## config.mk

```make
export PLATFORM = sky130hd
export DESIGN_NAME = tick_timer
export DESIGN_NICKNAME = d
export VERILOG_FILES = /design/src/rtl/tick_timer_pkg.sv /design/src/rtl/div_chain.sv /design/src/rtl/rate_timer.sv /design/src/rtl/tick_timer.sv
export SDC_FILE = /design/constraint.sdc
export NUM_CORES = 1
export LEC_CHECK = 0
export BUFFER_PORTS_ARGS = -buffer_cell sky130_fd_sc_hd__buf_2
export CAP_MARGIN = 20
export CORE_MARGIN = 5
export CORE_UTILIZATION = 45
export CTS_CLUSTER_DIAMETER = 50
export CTS_CLUSTER_SIZE = 8
export DETAILED_ROUTE_END_ITERATION = 6
export PLACE_DENSITY = 0.73
export SLEW_MARGIN = 5
export SYNTH_ARGS = -nofsm -noshare
export SYNTH_HDL_FRONTEND = slang
export SYNTH_HIERARCHICAL = 1
export SYNTH_SLANG_ARGS = --single-unit
export TNS_END_PERCENT = 100
```

## constraint.sdc

```tcl
create_clock -name clk -period 5.8 [get_ports clk]
set_clock_uncertainty 0.05 [all_clocks]
set_input_delay 0.87 -clock clk [delete_from_list [all_inputs] [get_ports clk]]
set_output_delay 0.87 -clock clk [all_outputs]
set_load 0.005 [all_outputs]
```

## src/rtl/tick_timer_pkg.sv

```systemverilog
package tick_timer_pkg;
  localparam int PRE_W = 9;

  typedef enum logic [1:0] {
    SEL_DIV = 2'd0,
    SEL_CNT = 2'd1,
    SEL_MOD = 2'd2,
    SEL_CTL = 2'd3
  } reg_sel_e;

  // ticks per counter step for each rate code
  function automatic logic [PRE_W-1:0] rate_period(input logic [1:0] code);
    case (code)
      2'b00:   return PRE_W'(256);
      2'b01:   return PRE_W'(4);
      2'b10:   return PRE_W'(16);
      default: return PRE_W'(64);
    endcase
  endfunction
endpackage

```

## src/rtl/div_chain.sv

```systemverilog
module div_chain #(
  parameter int W       = 8,
  parameter int PERIOD  = 64,
  parameter int RESTART = 1
) (
  input  logic         clk,
  input  logic         rst,
  input  logic         tick,
  input  logic         clear,
  output logic [W-1:0] value,
  output logic         step
);
  localparam int PW = $clog2(PERIOD);

  logic [PW-1:0] pre_q;
  logic [W-1:0]  val_q;

  assign step  = tick && !clear && (pre_q == PW'(PERIOD - 1));
  assign value = val_q;

  always_ff @(posedge clk) begin
    if (rst || clear) begin
      pre_q <= PW'(RESTART);
      val_q <= '0;
    end else if (tick) begin
      if (step) begin
        pre_q <= '0;
        val_q <= val_q + 1'b1;
      end else begin
        pre_q <= pre_q + 1'b1;
      end
    end
  end
endmodule

```

## src/rtl/rate_timer.sv

```systemverilog
module rate_timer
  import tick_timer_pkg::*;
#(
  parameter int W = 8
) (
  input  logic         clk,
  input  logic         rst,
  input  logic         tick,
  input  logic         enable,
  input  logic [1:0]   rate_sel,
  input  logic         cnt_wr,
  input  logic [W-1:0] cnt_wdata,
  input  logic [W-1:0] modulo,
  output logic [W-1:0] count,
  output logic         bump,
  output logic         ovf,
  output logic         irq
);
  logic [PRE_W-1:0] pre_q;
  logic [PRE_W-1:0] pre_nx;
  logic [PRE_W-1:0] period;
  logic [W-1:0]     cnt_q;
  logic             irq_q;

  assign period = rate_period(rate_sel);
  assign pre_nx = pre_q + 1'b1;
  assign bump   = tick && enable && (pre_nx >= period);
  assign ovf    = bump && (cnt_q == '1);
  assign count  = cnt_q;
  assign irq    = irq_q;

  always_ff @(posedge clk) begin
    if (rst) begin
      pre_q <= '0;
      cnt_q <= '0;
      irq_q <= 1'b0;
    end else begin
      irq_q <= ovf;
      if (tick && enable)
        pre_q <= bump ? (pre_nx - period) : pre_nx;
      if (cnt_wr)
        cnt_q <= cnt_wdata;
      else if (ovf)
        cnt_q <= modulo;
      else if (bump)
        cnt_q <= cnt_q + 1'b1;
    end
  end
endmodule

```

## src/rtl/tick_timer.sv

```systemverilog
module tick_timer
  import tick_timer_pkg::*;
#(
  parameter int W          = 8,
  parameter int DIV_PERIOD = 64,
  parameter int DIV_START  = 1
) (
  input  logic         clk,
  input  logic         rst,
  input  logic         tick,
  input  logic         wr_en,
  input  logic [1:0]   addr,
  input  logic [W-1:0] wdata,
  output logic [W-1:0] rdata,
  output logic         irq_timer
);
  localparam int CTL_W = 3;

  logic [W-1:0]     div_val;
  logic             div_step;
  logic             div_wr;
  logic             cnt_wr;
  logic [W-1:0]     mod_q;
  logic [CTL_W-1:0] ctl_q;
  logic [W-1:0]     cnt_val;
  logic             cnt_bump;
  logic             cnt_ovf;
  logic             timer_on;

  assign div_wr   = wr_en && (addr == SEL_DIV);
  assign cnt_wr   = wr_en && (addr == SEL_CNT);
  assign timer_on = ctl_q[2];

  always_ff @(posedge clk) begin
    if (rst) begin
      mod_q <= '0;
      ctl_q <= '0;
    end else if (wr_en) begin
      if (addr == SEL_MOD) mod_q <= wdata;
      if (addr == SEL_CTL) ctl_q <= wdata[CTL_W-1:0];
    end
  end

  div_chain #(.W(W), .PERIOD(DIV_PERIOD), .RESTART(DIV_START)) u_div (
    .clk(clk), .rst(rst), .tick(tick), .clear(div_wr),
    .value(div_val), .step(div_step)
  );

  rate_timer #(.W(W)) u_tmr (
    .clk(clk), .rst(rst), .tick(tick), .enable(timer_on),
    .rate_sel(ctl_q[1:0]), .cnt_wr(cnt_wr), .cnt_wdata(wdata),
    .modulo(mod_q), .count(cnt_val), .bump(cnt_bump),
    .ovf(cnt_ovf), .irq(irq_timer)
  );

  always_comb begin
    case (addr)
      SEL_DIV: rdata = div_val;
      SEL_CNT: rdata = cnt_val;
      SEL_MOD: rdata = mod_q;
      default: rdata = {{(W-CTL_W){1'b1}}, ctl_q};
    endcase
  end
endmodule

```

=== Word level (Yosys, flattened, before mapping) ===
Index checks and enable logic that the tools add are counted.
W data, S select, Z words.

* Register bits after elaboration: 43
* Word-level logic and storage cells: 42
* Bits of input ports: 14

* Reductions and logical operators: 15
* Add/subtract/negate cells: 5
* Magnitude comparators: 1
* Multiplexer cells: 7
* Equal/unequal tests: 7

{| class="wikitable"
|+ Operators by type and width
! cell !! number
|-
| $pmux W9 S3 || 1
|-
| $mux W8 || 3
|-
| $pmux W8 S3 || 1
|-
| $add A8 B1 Y8 const B || 2
|-
| $add A9 B1 Y9 const B || 1
|-
| $ge A9 B9 Y1 || 1
|-
| $mux W9 || 1
|-
| $sub A9 B9 Y9 || 1
|-
| $eq A8 B8 Y1 const B || 1
|-
| $logic_and A1 B1 Y1 || 7
|-
| $add A6 B1 Y6 const B || 1
|-
| $eq A2 B2 Y1 const B || 3
|-
| $eq A6 B6 Y1 const B || 1
|-
| $mux W6 || 1
|-
| $reduce_and A2 Y1 || 3
|-
| $eq A2 B1 Y1 const B || 2
|-
| $logic_not A2 Y1 || 2
|-
| $reduce_bool A3 Y1 || 1
|-
| $logic_not A1 Y1 || 1
|-
| $logic_or A1 B1 Y1 || 1
|}

=== Longest topological paths before layout ===
Gate-level depths: netlist of run 1.

* Depth in word-level cells: 7
* Gate-level depth with buffers: 13
* Mapped depth without buffers: 12

=== By module ===
The synthesis of run 1 kept the hierarchy.

{| class="wikitable"
|+ Modules (own cells, without submodules)
! module !! cells an instance !! instances !! sequential area each (sq um) !! area an instance (sq um)
|-
| rate_timer || 183 || 1 || 360.3 || 1455.1
|-
| tick_timer || 63 || 1 || 220.2 || 715.7
|-
| div_chain || 75 || 1 || 280.3 || 676.9
|}

=== Worst setup path after synthesis of run 1 ===
OpenSTA, ideal clock, no wires.

* Kind: register to register
* Start point: register u_tmr.pre_q[0]
* End point: register u_tmr.pre_q[5]
* Library setup time: 0.121 ns
* Data required time: 5.629 ns
* Period minus slack after synthesis: 2.939 ns
* Stages on the path, launching flop included: 12
* Setup slack: 2.861 ns
* Data arrival time: 2.768 ns
* Buffers on the path: 0
* Path through: dfxtp_1 > ha_1 > nand3_1 > xnor2_1 > ha_1 > and3_1 > nand3_1 > nor4_1 > a21oi_1 > a221oi_2 > mux2i_1 > mux2_2

* Cells in the longest elaborated chain, start to end: 4
* Elaborated cells between the ends (all ways): 5
* Classes of those cells: add/sub (2); order compare (1); mux (1); reduce/logical (1)

{| class="wikitable"
|+ RTL lines
! element !! RTL line !! text
|-
| start, declared || rate_timer.sv:19 || <nowiki>logic [PRE_W-1:0] pre_q;</nowiki>
|-
| start signal, assigned || rate_timer.sv:40 || <nowiki>pre_q <= bump ? (pre_nx - period) : pre_nx;</nowiki>
|-
| $add A9 B1 Y9 * || rate_timer.sv:26 || <nowiki>assign pre_nx = pre_q + 1'b1;</nowiki>
|-
| $ge A9 B9 Y1 || rate_timer.sv:27 || <nowiki>assign bump = tick && enable && (pre_nx >= period);</nowiki>
|-
| $logic_and A1 B1 Y1 || rate_timer.sv:27 ||
|-
| $mux W9 * || rate_timer.sv:40 ||
|}

Mark *: on every way between the ends. The rest lies on a longest branch, timed or not.
A chain may end at the register's enable or synchronous reset.

=== Worst setup path after layout of run 1 ===
Same ends and word-level chain as after synthesis.

==> results of run 1 <==
## area by class of cell
cell class | instances | share of cell area
clock buffer | 6 | 0.02371
clock inverter | 2 | 0.004088
inverter | 11 | 0.01349
multi-input combinational | 254 | 0.6100
sequential | 43 | 0.2813
tap | 77 | 0.03148
timing repair buffer | 22 | 0.03598
## tightest hold or removal path: stages (launching register included)
cell	delay (ns)
dfxtp_1	0.33
nand2_1	0.06
mux2i_1	0.05
## routing by layer
layer  part of all wire  global-route usage
met3              0.046             0.03318
met5                  0                   0
met1               0.48              0.2493
met2               0.47              0.2719
met4             0.0091             0.03518
## worst paths after layout
check                                                 start                           to  slack [ns]
worst max-delay path            u_tmr/pre_q[0]$_SDFFE_PP0P_  u_tmr/pre_q[5]$_SDFFE_PP0P_        2.60
worst min-delay path            u_div/value[7]$_SDFFE_PP0P_  u_div/value[7]$_SDFFE_PP0P_        0.43
worst max register to register  u_tmr/pre_q[0]$_SDFFE_PP0P_  u_tmr/pre_q[5]$_SDFFE_PP0P_        2.60
worst min register to register  u_div/value[7]$_SDFFE_PP0P_  u_div/value[7]$_SDFFE_PP0P_        0.43
## power by group
| group | switching, µW | internal (µW) |
|---|---|---|
| Combinational | 39.6 | 33.4 |
| Clock | 105 | 84.3 |
| Sequential | 9.55 | 303 |
| Total | 154 | 421 |
## metrics by stage
stage	instance area, µm²	setup WS, ns
6_report	3060	2.604
2_1_floorplan	2844	2.861
3_5_place_dp	2975	2.599
3_3_place_gp	2975	2.677
5_1_grt	3060	2.271
4_1_cts	3060	2.582
## state kept, by name, indices dropped and copies added, names as in the netlist
| signal | flops |
|---|---|
| ctl_q | 3 |
| mod_q | 8 |
| u_div/pre_q | 6 |
| u_div/value | 8 |
| u_tmr/count | 8 |
| u_tmr/irq | 1 |
| u_tmr/pre_q | 9 |
==> impl_summary.txt, run 1 <==
----------------------------------------------------
[Place]
  Buffers added on ports ... 22
  Weighted congestion at the end of routability-driven global placement ... 0.9201
  Placed Cells incl. Taps ... 407
  Half-perimeter wire length after placement ... 4.645 mm

[Clock tree]
  Count of instances resized after the clock tree is built ... 0
  Total number of clock tree sinks ... 43
  Max Root-Sink Buffers ... 2
  Clock tree from TritonCTS ... done
  Setup Buffers After CTS ... 0
  Total of hold buffers inserted after clock tree synthesis ... 0
  H-tree depth reported by CTS ... 2
  Worst-skew pair later-pin latency ... 0.29 ns
  Clock transition time at the flip-flop clock pins of the worst setup and hold paths ... 0.08 ns
  Total CTS buffers ... 5
  Root buffer cell ... clkbuf_8

[Routing]
  Post-DR vias/cell ... 5.961
  Antenna viol nets, final ... 0
  Number of DRC markers after the initial detailed-route iteration ... 169
  Count of unresolved DRC violations after routing ... 0
  Overall routed net length ... 6.349 mm
  Average wire length per cell after detail routing ... 15.30 µm
  Via count of the routed design ... 2474
  Pre-antenna DRT Iters ... 5

[Setup path]
  Crit path buffers/inverters ... 0
  Largest driver fanout on the critical path ... 6
  Crit. End Element ... register
  Arrival time worst endpoint ... 3.33 ns
  CP max-delay cell ... dfxtp_1
  Count of cells along the worst register-to-register path ... 11
  Worst path cell trace ... ha_1 > nand3_1 > xnor2_1 > ha_1 > and3_1 > nand3_1 > nor4_1 > a21oi_1 > a221oi_2 > mux2i_1 > mux2_2
  Critical path class ... register to register
  Family with the most delay on the worst path ... simple AND/OR/NAND/NOR gates
  Kind of start point of the critical path ... register
  Count of cell instances traversed by the critical path ... 11
  Critical path's largest stage delay ... 0.42 ns
  Worst path required time ... 5.93 ns

[STA]
  Final count of hold timing violations ... 0
  Final Hold Slack ... 0.4332 ns
  Pin slew with the least headroom to its limit ... 0.8256 ns
  Final slew viol count ... 0
  Achievable Freq ... 0.3129 GHz
  Min Clock Period, post-route ... 3.196 ns
  Total of endpoints with negative setup slack in the final report ... 0
  Unrepaired setup endpoints after global routing ... no
  Sum Neg Setup Slack ... 0 ns
  Post-route clock period utilization ... 0.5510
  Slew Limit Headroom ... 0.4493

[Floorplan]
  Height of the die ... 89.50 µm
  Standard cell core area ... 6241 µm²
  Chip width ... 89.50 µm
  Site row count ... 29
  Number of placed I/O pins ... 23
  Starting Density ... 0.4557
  DIE AREA ... 8010 µm²

[Cells and area]
  Register area ... 860.8 µm²
  Utilization after layout ... 0.4904
  Number of diodes ... 0
  Area Growth Syn to Fin ... 7.611%
  Layout filler cell count ... 595
  Multi-input gate area in the final layout ... 1867 µm²
  Final instance count without filler cells ... 415
  Net count of the finished layout ... 361
  Share of cells above drive strength 1 ... 0.1657
  Commonest cells after routing, fill and taps aside ... dfxtp_1, nand2_1, buf_2, a21oi_1, mux2i_1
  Leading cell type in the layout, fill and taps excluded ... dfxtp_1

[Global routing]
  Total gr overflow ... 0
  Number of global-route vias before repair ... 2270
  Total routing resource utilization after global routing ... 0.1738
  Antenna violations before repair ... 0
  Global-route wire length before repair ... 11.01 mm
  Largest net degree at the start of global routing ... 38

[Yosys]
  Per-instance average area after synthesis ... 8.887 µm²
  Synth Net Count ... 344
  Syn Inst Count ... 320
  Netlist area before placement ... 2844 µm²
  Synthesis Warnings ... 6

[Outcome]
  Status ... finished clean

[Pwr]
  Tot Pwr ... 574.8 µW
  Power per standard cell area ... 187.8 nW/µm²
  Maximum ir drop on the vdd rail ... 0.1242 mV
  Standby leakage power ... 0.001134 µW

[Min path]
  Hold Path Cell Cnt ... 2
  Worst min-delay path category ... register to register

[Flow run]
  Count of maximum capacitance violations ... 0

----------------------------------------------------
Power figures use the tool's default switching activity.
==> inputs of run 2 (changes only) <==
- ABC_AREA: default -> 1
- PLACE_DENSITY: 0.73 -> 0.75
- clock period: 5.8 -> 2.7 ns (I/O delays scaled with it)
==> run 2 against run 1 <==
Compared with the run above:
- power is 130% higher
- count of clock-buffer cells in the layout up 1
- via count up 16%
- clock power is 110% higher
- area after synthesis up 2.3%
- register-to-register slack got worse by 2.5 ns
- combinational power increased to 3.1 times the previous value
- worst setup slack got worse by 2.5 ns
- sequential share of layout area down 1.9 points
- cell count grew 32%
- cell area grew 8.1%
- critical path type unchanged
- largest power group unchanged
- highest routed layer unchanged
==> impl_summary.txt, run 2 <==
----------------------------------------------------
[Yosys]
  Dominant cells by area after synthesis ... dfxtp_1, nand2_1, nor2_1
  Fraction of the mapped netlist area in simple logic gates ... 0.3978
  Number of synthesized register bits ... 43
  Library cell with the highest instance count after synthesis ... nand2_1
  Synthesis Warnings ... 6 (unchanged)
  Combinational family with the most area after synthesis ... simple AND/OR/NAND/NOR gates
  Syn Inst Count ... 436 (+36%)
  Synth async-reset ratio ... 0
  Library cells used by synthesis ... 37
  Adder-Cell Fraction of Synth Area ... 0.04301
  Synth Net Count ... 460 (+34%)
  Flip-flop cell with the highest count after synthesis ... dfxtp_1
  List of most frequent post-synthesis cells ... nand2_1, nor2_1, inv_1
  Xor/xnor share of the synthesized area ... 0.04516
  Compound-gate portion of the synthesized area ... 0.1299
  Netlist area before placement ... 2909 µm² (+2.3%)
  Share of Yosys cell area claimed by the top area cell type ... 0.2959
  Share of synthesized area occupied by flip-flops and latches ... 0.2959
  Per-instance average area after synthesis ... 6.672 µm² (-25%)
  Count of flip-flops with a built-in enable after synthesis ... 0
  Post-synth top area cell ... dfxtp_1
  Share of synthesized area spent on multiplexers ... 0

[Setup path]
  Start of the worst register-to-register path ... u_tmr/pre_q[1]$_SDFFE_PP0P_
  Critical path's largest stage delay ... 0.37 ns (-0.05 ns)
  CP max-delay cell ... dfxtp_2
  Cell repeated most along the worst path ... nand2_1
  Crit path buffers/inverters ... 1 (+1)
  Kind of start point of the critical path ... register
  Worst path cell trace ... ha_4 > nand2_1 > nor3_2 > xor2_1 > ha_1 > nand3_1 > nand2_1 > o21bai_2 > nand3_4 > nand2_4 > nand2_4 > inv_4 > nor2_2 > nand2_1 > a21oi_2
  Worst path required time ... 2.84 ns (-3.09 ns)
  Critical path class ... register to register
  Family with the most delay on the worst path ... simple AND/OR/NAND/NOR gates
  Worst setup path startpoint ... u_tmr/pre_q[1]$_SDFFE_PP0P_
  Largest driver fanout on the critical path ... 9 (+3)
  Crit. End Element ... register
  Arrival time worst endpoint ... 2.72 ns (-0.61 ns)

[Global routing]
  Antenna violations before repair ... 0 (unchanged)
  Global-route wire length before repair ... 12.02 mm (+9.1%)
  Total gr overflow ... 0 (unchanged)
  Largest net degree at the start of global routing ... 19 (-50%)
  Number of global-route vias before repair ... 2676 (+18%)
  Total routing resource utilization after global routing ... 0.1728 (-0.001008)

[Clock tree]
  Total CTS buffers ... 5 (unchanged)
  H-tree depth reported by CTS ... 2 (unchanged)
  Max Root-Sink Buffers ... 2 (unchanged)
  Total number of clock tree sinks ... 43 (unchanged)
  Clock tree from TritonCTS ... done
  Root buffer cell ... clkbuf_8
  Clock transition time at the flip-flop clock pins of the worst setup and hold paths ... 0.09 ns (about the same)
  Worst-skew pair later-pin latency ... 0.30 ns (about the same)
  Total of hold buffers inserted after clock tree synthesis ... 0 (unchanged)

[Routing]
  Via count of the routed design ... 2872 (+16%)
  Antenna viol nets, final ... 0 (unchanged)
  Routed metal-1 wire length ... 3.124 mm (+3.3%)
  Post-DR vias/cell ... 5.260 (-12%)
  Count of unresolved DRC violations after routing ... 0 (unchanged)
  Highest Signal Layer ... met4
  Average wire length per cell after detail routing ... 13.03 µm (-15%)
  Met3 Wirelength ... 354 µm (+20%)
  Number of DRC markers after the initial detailed-route iteration ... 198 (+17%)
  Overall routed net length ... 7.117 mm (+12%)
  Sum of met2 wire segment lengths after detailed routing ... 3.408 mm (+15%)
  Pre-antenna DRT Iters ... 4 (-1)

[Pwr]
  Standby leakage power ... 0.001499 µW (+32%)
  Power per standard cell area ... 396.6 nW/µm² (+110%)
  Maximum ir drop on the vdd rail ... 0.2469 mV (+99%)

[Cells and area]
  Biggest register ... u_tmr/pre_q
  Area Growth Syn to Fin ... 13.68%
  Number of diodes ... 0 (unchanged)
  Flip-flop count of the largest register after layout ... 9 (unchanged)
  Commonest cells after routing, fill and taps aside ... nand2_1, nor2_1, inv_1
  Post-route standard cell area excluding fillers ... 3307 µm² (+8.1%)
  Share of cells above drive strength 1 ... 0.2239 (+0.05820)
  Utilization after layout ... 0.5238 (+0.03340)
  Leading cell type in the layout, fill and taps excluded ... nand2_1
  Final instance count without filler cells ... 546 (+32%)
  Net count of the finished layout ... 492 (+36%)

[Min path]
  Hold Startpoint ... wdata[5]
  Worst min-delay path category ... primary input to register

[Floorplan]
  Standard cell core area ... 6314 µm² (+1.2%)
  Chip width ... 90.40 µm (+1.0%)
  Site row count ... 29 (unchanged)
  Starting Density ... 0.4608 (+0.005067)
  DIE AREA ... 8172 µm² (+2.0%)
  Height of the die ... 90.40 µm (+1.0%)
  Number of placed I/O pins ... 23 (unchanged)

[STA]
  Achievable Freq ... 0.3874 GHz (+24%)
  Final slew viol count ... 0 (unchanged)
  Pin slew with the least headroom to its limit ... 0.5114 ns (-0.3141 ns)
  Post-route clock period utilization ... 0.9560 (+0.4050)
  Total of endpoints with negative setup slack in the final report ... 0 (unchanged)
  Final count of hold timing violations ... 0 (unchanged)
  Min Clock Period, post-route ... 2.581 ns (-0.6147 ns)
  Slew Limit Headroom ... 0.6564 (+0.2071)

[Place]
  Buffers added on ports ... 22 (unchanged)
  Half-perimeter wire length after placement ... 5.364 mm (+15%)
  Weighted congestion at the end of routability-driven global placement ... 0.9528 (+3.6%)
  Placed Area ... 3112 µm² (+4.6%)
  Placed Cells incl. Taps ... 533 (+31%)

[Flow run]
  Count of maximum capacitance violations ... 0 (unchanged)

[Outcome]
  Status ... finished clean

----------------------------------------------------
## run 2: cell type report
| class | count | area [µm²] |
|---|---|---|
| fill | 629 | 3007 |
| multi-input combinational | 331 | 1859 |
| sequential | 43 | 867.1 |
| inverter | 55 | 217.7 |
| timing repair buffer | 32 | 185.2 |
| tap | 77 | 96.34 |
| clock buffer | 7 | 76.32 |
| clock inverter | 1 | 5.005 |
## run 2: metrics by stage
| stage | setup slack (ns) | setup TNS, ns | hold WS [ns] | total power (µW) |
|---|---|---|---|---|
| 2_1_floorplan | 0.1434 | 0 | 0.4018 | 843.0 |
| 3_3_place_gp | 0.1071 | 0 | 0.4220 | 901.8 |
| 3_5_place_dp | -0.06911 | -0.3450 | 0.4271 | 907.0 |
| 4_1_cts | 0.01333 | 0 | 0.2960 | 1306 |
| 5_1_grt | -0.01219 | -0.01669 | 0.3291 | 1385 |
| 6_report | 0.1189 | 0 | 0.3008 | 1312 |
## run 2: worst reg2reg max path, cell delays in order (launching register included)
cell      delay [ns]
dfxtp_2         0.37
ha_4            0.15
nand2_1         0.09
nor3_2          0.17
xor2_1          0.25
ha_1            0.33
nand3_1         0.10
nand2_1         0.09
o21bai_2        0.17
nand3_4         0.16
nand2_4         0.14
nand2_4         0.09
inv_4           0.15
nor2_2          0.05
nand2_1         0.08
a21oi_2         0.05
## run 2: where the power goes
| group | internal, µW | switching, µW | total, µW |
|---|---|---|---|
| logic | 85.7 | 143 | 228 |
| clock network | 182 | 218 | 400 |
| registers | 657 | 25.9 | 683 |
| total | 925 | 387 | 1310 |
## run 2: layer usage
metal,track usage,up-vias
met1,0.2114,1301
met3,0.02667,25
met4,0.08065,0
met2,0.2951,85
li1,-,1461
met5,0,-
## run 2: repair_timing
item | in CTS | in global routing
pin swaps | 0 | 8
endpoints found under the hold margin | 0 | 0
buffers inserted | 0 | 5
setup endpoints to repair | 8 | 13
cloned | 0 | 0
resized for setup | 1 | 19
## run 2: worst paths after layout
check        slack (ns)                          end  cells after the start
max                0.12  u_tmr/count[0]$_SDFFE_PP0P_                     15
min                0.30        mod_q[5]$_SDFFE_PP0P_                      3
max reg2reg        0.12  u_tmr/count[0]$_SDFFE_PP0P_                     15
min reg2reg        0.43  u_div/pre_q[1]$_SDFFE_PP0P_                      2
## run 2: cell families (layout without fill, tap and decap cells)
| family | after synthesis | count (layout) |
|---|---|---|
| AO/OA/AOI/OAI | 63 | 63 |
| adder cells (fa/ha/maj) | 10 | 10 |
| buffers and inverters | 62 | 95 |
| XOR/XNOR | 15 | 15 |
| AND/OR/NAND/NOR | 243 | 243 |
| flip-flops | 43 | 43 |
==> inputs of run 3 (changes only) <==
- PLACE_DENSITY: 0.75 -> 0.73
- clock period: 2.7 -> 3.2 ns (I/O delays scaled with it)
==> run 3 against run 2 <==
Compared with the run above:
- fmax is 9.0% lower
- utilization is 1.9 points lower
- via count is 3.6% lower
- register-to-register slack better by 0.25 ns
- routed wire length is 3.7% lower
- hold slack better by 0.086 ns
- sequential share of layout area is 0.79 points higher
- power is 14% lower
- sequential power is 16% lower
- die area stayed put
- non-clock buffer count is 9 lower
- critical endpoint is now u_tmr/count[5]$_SDFFE_PP0P_
- highest routed layer unchanged
==> impl_summary.txt, run 3 (synthesized netlist as in run 2, its figures left out) <==
----------------------------------------------------
[Outcome]
  Status ... finished clean

[Place]
  Half-perimeter wire length after placement ... 5.262 mm (-1.9%)
  Weighted congestion at the end of routability-driven global placement ... 0.9171 (-3.7%)
  Placed Cells incl. Taps ... 529 (-0.75%)
  Minimum setup slack after placement ... 0.2918 ns (+0.3609 ns)
  Placed Area ... 3082 µm² (-0.96%)
  Buffers added on ports ... 22 (unchanged)

[Floorplan]
  Number of placed I/O pins ... 23 (unchanged)
  Height of the die ... 90.40 µm (unchanged)
  DIE AREA ... 8172 µm² (unchanged)
  Chip width ... 90.40 µm (unchanged)
  Site row count ... 29 (unchanged)
  Standard cell core area ... 6314 µm² (unchanged)
  Starting Density ... 0.4608 (unchanged)

[STA]
  Final slew viol count ... 0 (unchanged)
  Sum Neg Setup Slack ... 0 ns (unchanged)
  Slew Limit Headroom ... 0.6503 (-0.006168)
  Post-route clock period utilization ... 0.8861 (-0.06988)
  Pin slew with the least headroom to its limit ... 0.5206 ns (+0.009181 ns)
  Final count of hold timing violations ... 0 (unchanged)
  Achievable Freq ... 0.3527 GHz (-9.0%)
  Unrepaired setup endpoints after global routing ... no
  Min Clock Period, post-route ... 2.836 ns (+0.2544 ns)
  Total of endpoints with negative setup slack in the final report ... 0 (unchanged)
  PnR worst setup slack ... 0.3645 ns (+0.2456 ns)
  Final Hold Slack ... 0.3865 ns (+0.08577 ns)

[Routing]
  Count of unresolved DRC violations after routing ... 0 (unchanged)
  Pre-antenna DRT Iters ... 5 (+1)
  Number of DRC markers after the initial detailed-route iteration ... 131 (-34%)
  Antenna viol nets, final ... 0 (unchanged)
  Post-DR vias/cell ... 5.156 (-2.0%)
  Average wire length per cell after detail routing ... 12.77 µm (-2.0%)
  Overall routed net length ... 6.857 mm (-3.7%)
  Via count of the routed design ... 2769 (-3.6%)

[Cells and area]
  Biggest register ... u_tmr/pre_q
  Final instance count without filler cells ... 537 (-1.6%)
  Layout filler cell count ... 657 (+4.5%)
  Post-route standard cell area excluding fillers ... 3187 µm² (-3.6%)
  Commonest cells after routing, fill and taps aside ... nand2_1, nor2_1, inv_1
  Share of cells above drive strength 1 ... 0.1761 (-0.04779)
  Number of diodes ... 0 (unchanged)
  Flip-flop count of the largest register after layout ... 9 (unchanged)
  Area Growth Syn to Fin ... 9.549%
  Net count of the finished layout ... 483 (-1.8%)
  Leading cell type in the layout, fill and taps excluded ... nand2_1

[Clock tree]
  Root buffer cell ... clkbuf_8
  Clock transition time at the flip-flop clock pins of the worst setup and hold paths ... 0.08 ns (about the same)
  Total number of clock tree sinks ... 43 (unchanged)
  Max Root-Sink Buffers ... 2 (unchanged)
  Worst-skew pair later-pin latency ... 0.29 ns (about the same)
  Total CTS buffers ... 5 (unchanged)
  Clock tree from TritonCTS ... done
  Total of hold buffers inserted after clock tree synthesis ... 0 (unchanged)
  H-tree depth reported by CTS ... 2 (unchanged)

[Setup path]
  Count of cells along the worst register-to-register path ... 15 (unchanged)
  Kind of start point of the critical path ... register
  Arrival time worst endpoint ... 2.96 ns (+0.24 ns)
  Crit. End Element ... register
  Critical path class ... register to register
  Largest driver fanout on the critical path ... 9 (unchanged)
  Worst path required time ... 3.33 ns (+0.49 ns)

[Pwr]
  Power per standard cell area ... 355.1 nW/µm² (-10%)
  Standby leakage power ... 0.001454 µW (-3.0%)
  Maximum ir drop on the vdd rail ... 0.2420 mV (-2.0%)

[Flow run]
  Count of maximum capacitance violations ... 0 (unchanged)

[Global routing]
  Antenna violations before repair ... 0 (unchanged)
  Total routing resource utilization after global routing ... 0.1752 (+0.002372)
  Number of global-route vias before repair ... 2759 (+3.1%)
  Largest net degree at the start of global routing ... 19 (unchanged)
  Total gr overflow ... 0 (unchanged)
  Global-route wire length before repair ... 12.12 mm (+0.87%)

[Min path]
  Worst min-delay path category ... primary input to register
  Hold Path Cell Cnt ... 3 (unchanged)

----------------------------------------------------
run 3: changes by cell type in the layout (fill, tap and decap cells not counted), sizes merged:
cell / change
buf: -9
clkbuf: +1
inv: -1
run 3: worst max-delay path, stage by stage, from the launching register on:
cell	delay (ns)
dfxtp_1	0.41
ha_1	0.21
nand2_1	0.09
nor3_2	0.22
nand3_1	0.14
xnor2_1	0.17
ha_1	0.38
nand3_1	0.09
nor2_1	0.15
nand3_2	0.11
nand3_4	0.16
nand2_4	0.10
nand2_4	0.12
inv_4	0.08
a21oi_1	0.16
a21oi_2	0.08
run 3: what timing repair did:
item                                    CTS  global route
buffers inserted                          0             0
endpoints found under the setup margin    0             4
gates resized for setup                   0             1
run 3: final cells by class:
class | count | area (µm²) | area share
Sequential cell | 43 | 860.8 | 0.2701
Timing Repair Buffer | 23 | 117.6 | 0.03691
Clock buffer | 8 | 100.1 | 0.03141
Multi-Input combinational cell | 331 | 1797 | 0.5638
Inverter | 55 | 215.2 | 0.06753
Tap cell | 77 | 96.34 | 0.03023
run 3: final timing paths:
check / startpoint / to / slack (ns)
worst max-delay path: u_tmr/pre_q[1]$_SDFFE_PP0P_ / u_tmr/count[5]$_SDFFE_PP0P_ / 0.36
worst min-delay path: wdata[6] / mod_q[6]$_SDFFE_PP0P_ / 0.39
worst max register to register: u_tmr/pre_q[1]$_SDFFE_PP0P_ / u_tmr/count[5]$_SDFFE_PP0P_ / 0.36
worst min register to register: u_div/pre_q[1]$_SDFFE_PP0P_ / u_div/pre_q[1]$_SDFFE_PP0P_ / 0.44
run 3: per-layer routing:
metal	part of all wire	GRT usage	vias to the layer above
met4	0.016	0.06452	0
met3	0.026	0.02583	10
li1	-	-	1448
met2	0.50	0.3043	44
met1	0.45	0.2179	1267
met5	0	0	-
run 3: where the power goes:
group / leakage [µW] / internal (µW) / total, µW / switching [µW]
clock network: 0.0000515 / 197 / 379 / 182
registers: 0.000350 / 554 / 576 / 22.4
logic: 0.00105 / 64.0 / 176 / 112
total: 0.00145 / 815 / 1130 / 316
run 3: stage by stage:
step | utilization | total power, µW
4_1_cts | 0.5040 | 1142
5_1_grt | 0.5048 | 1200
2_1_floorplan | - | 711.3
3_3_place_gp | 0.4881 | 759.8
6_report | 0.5048 | 1132
3_5_place_dp | 0.4881 | 763.7
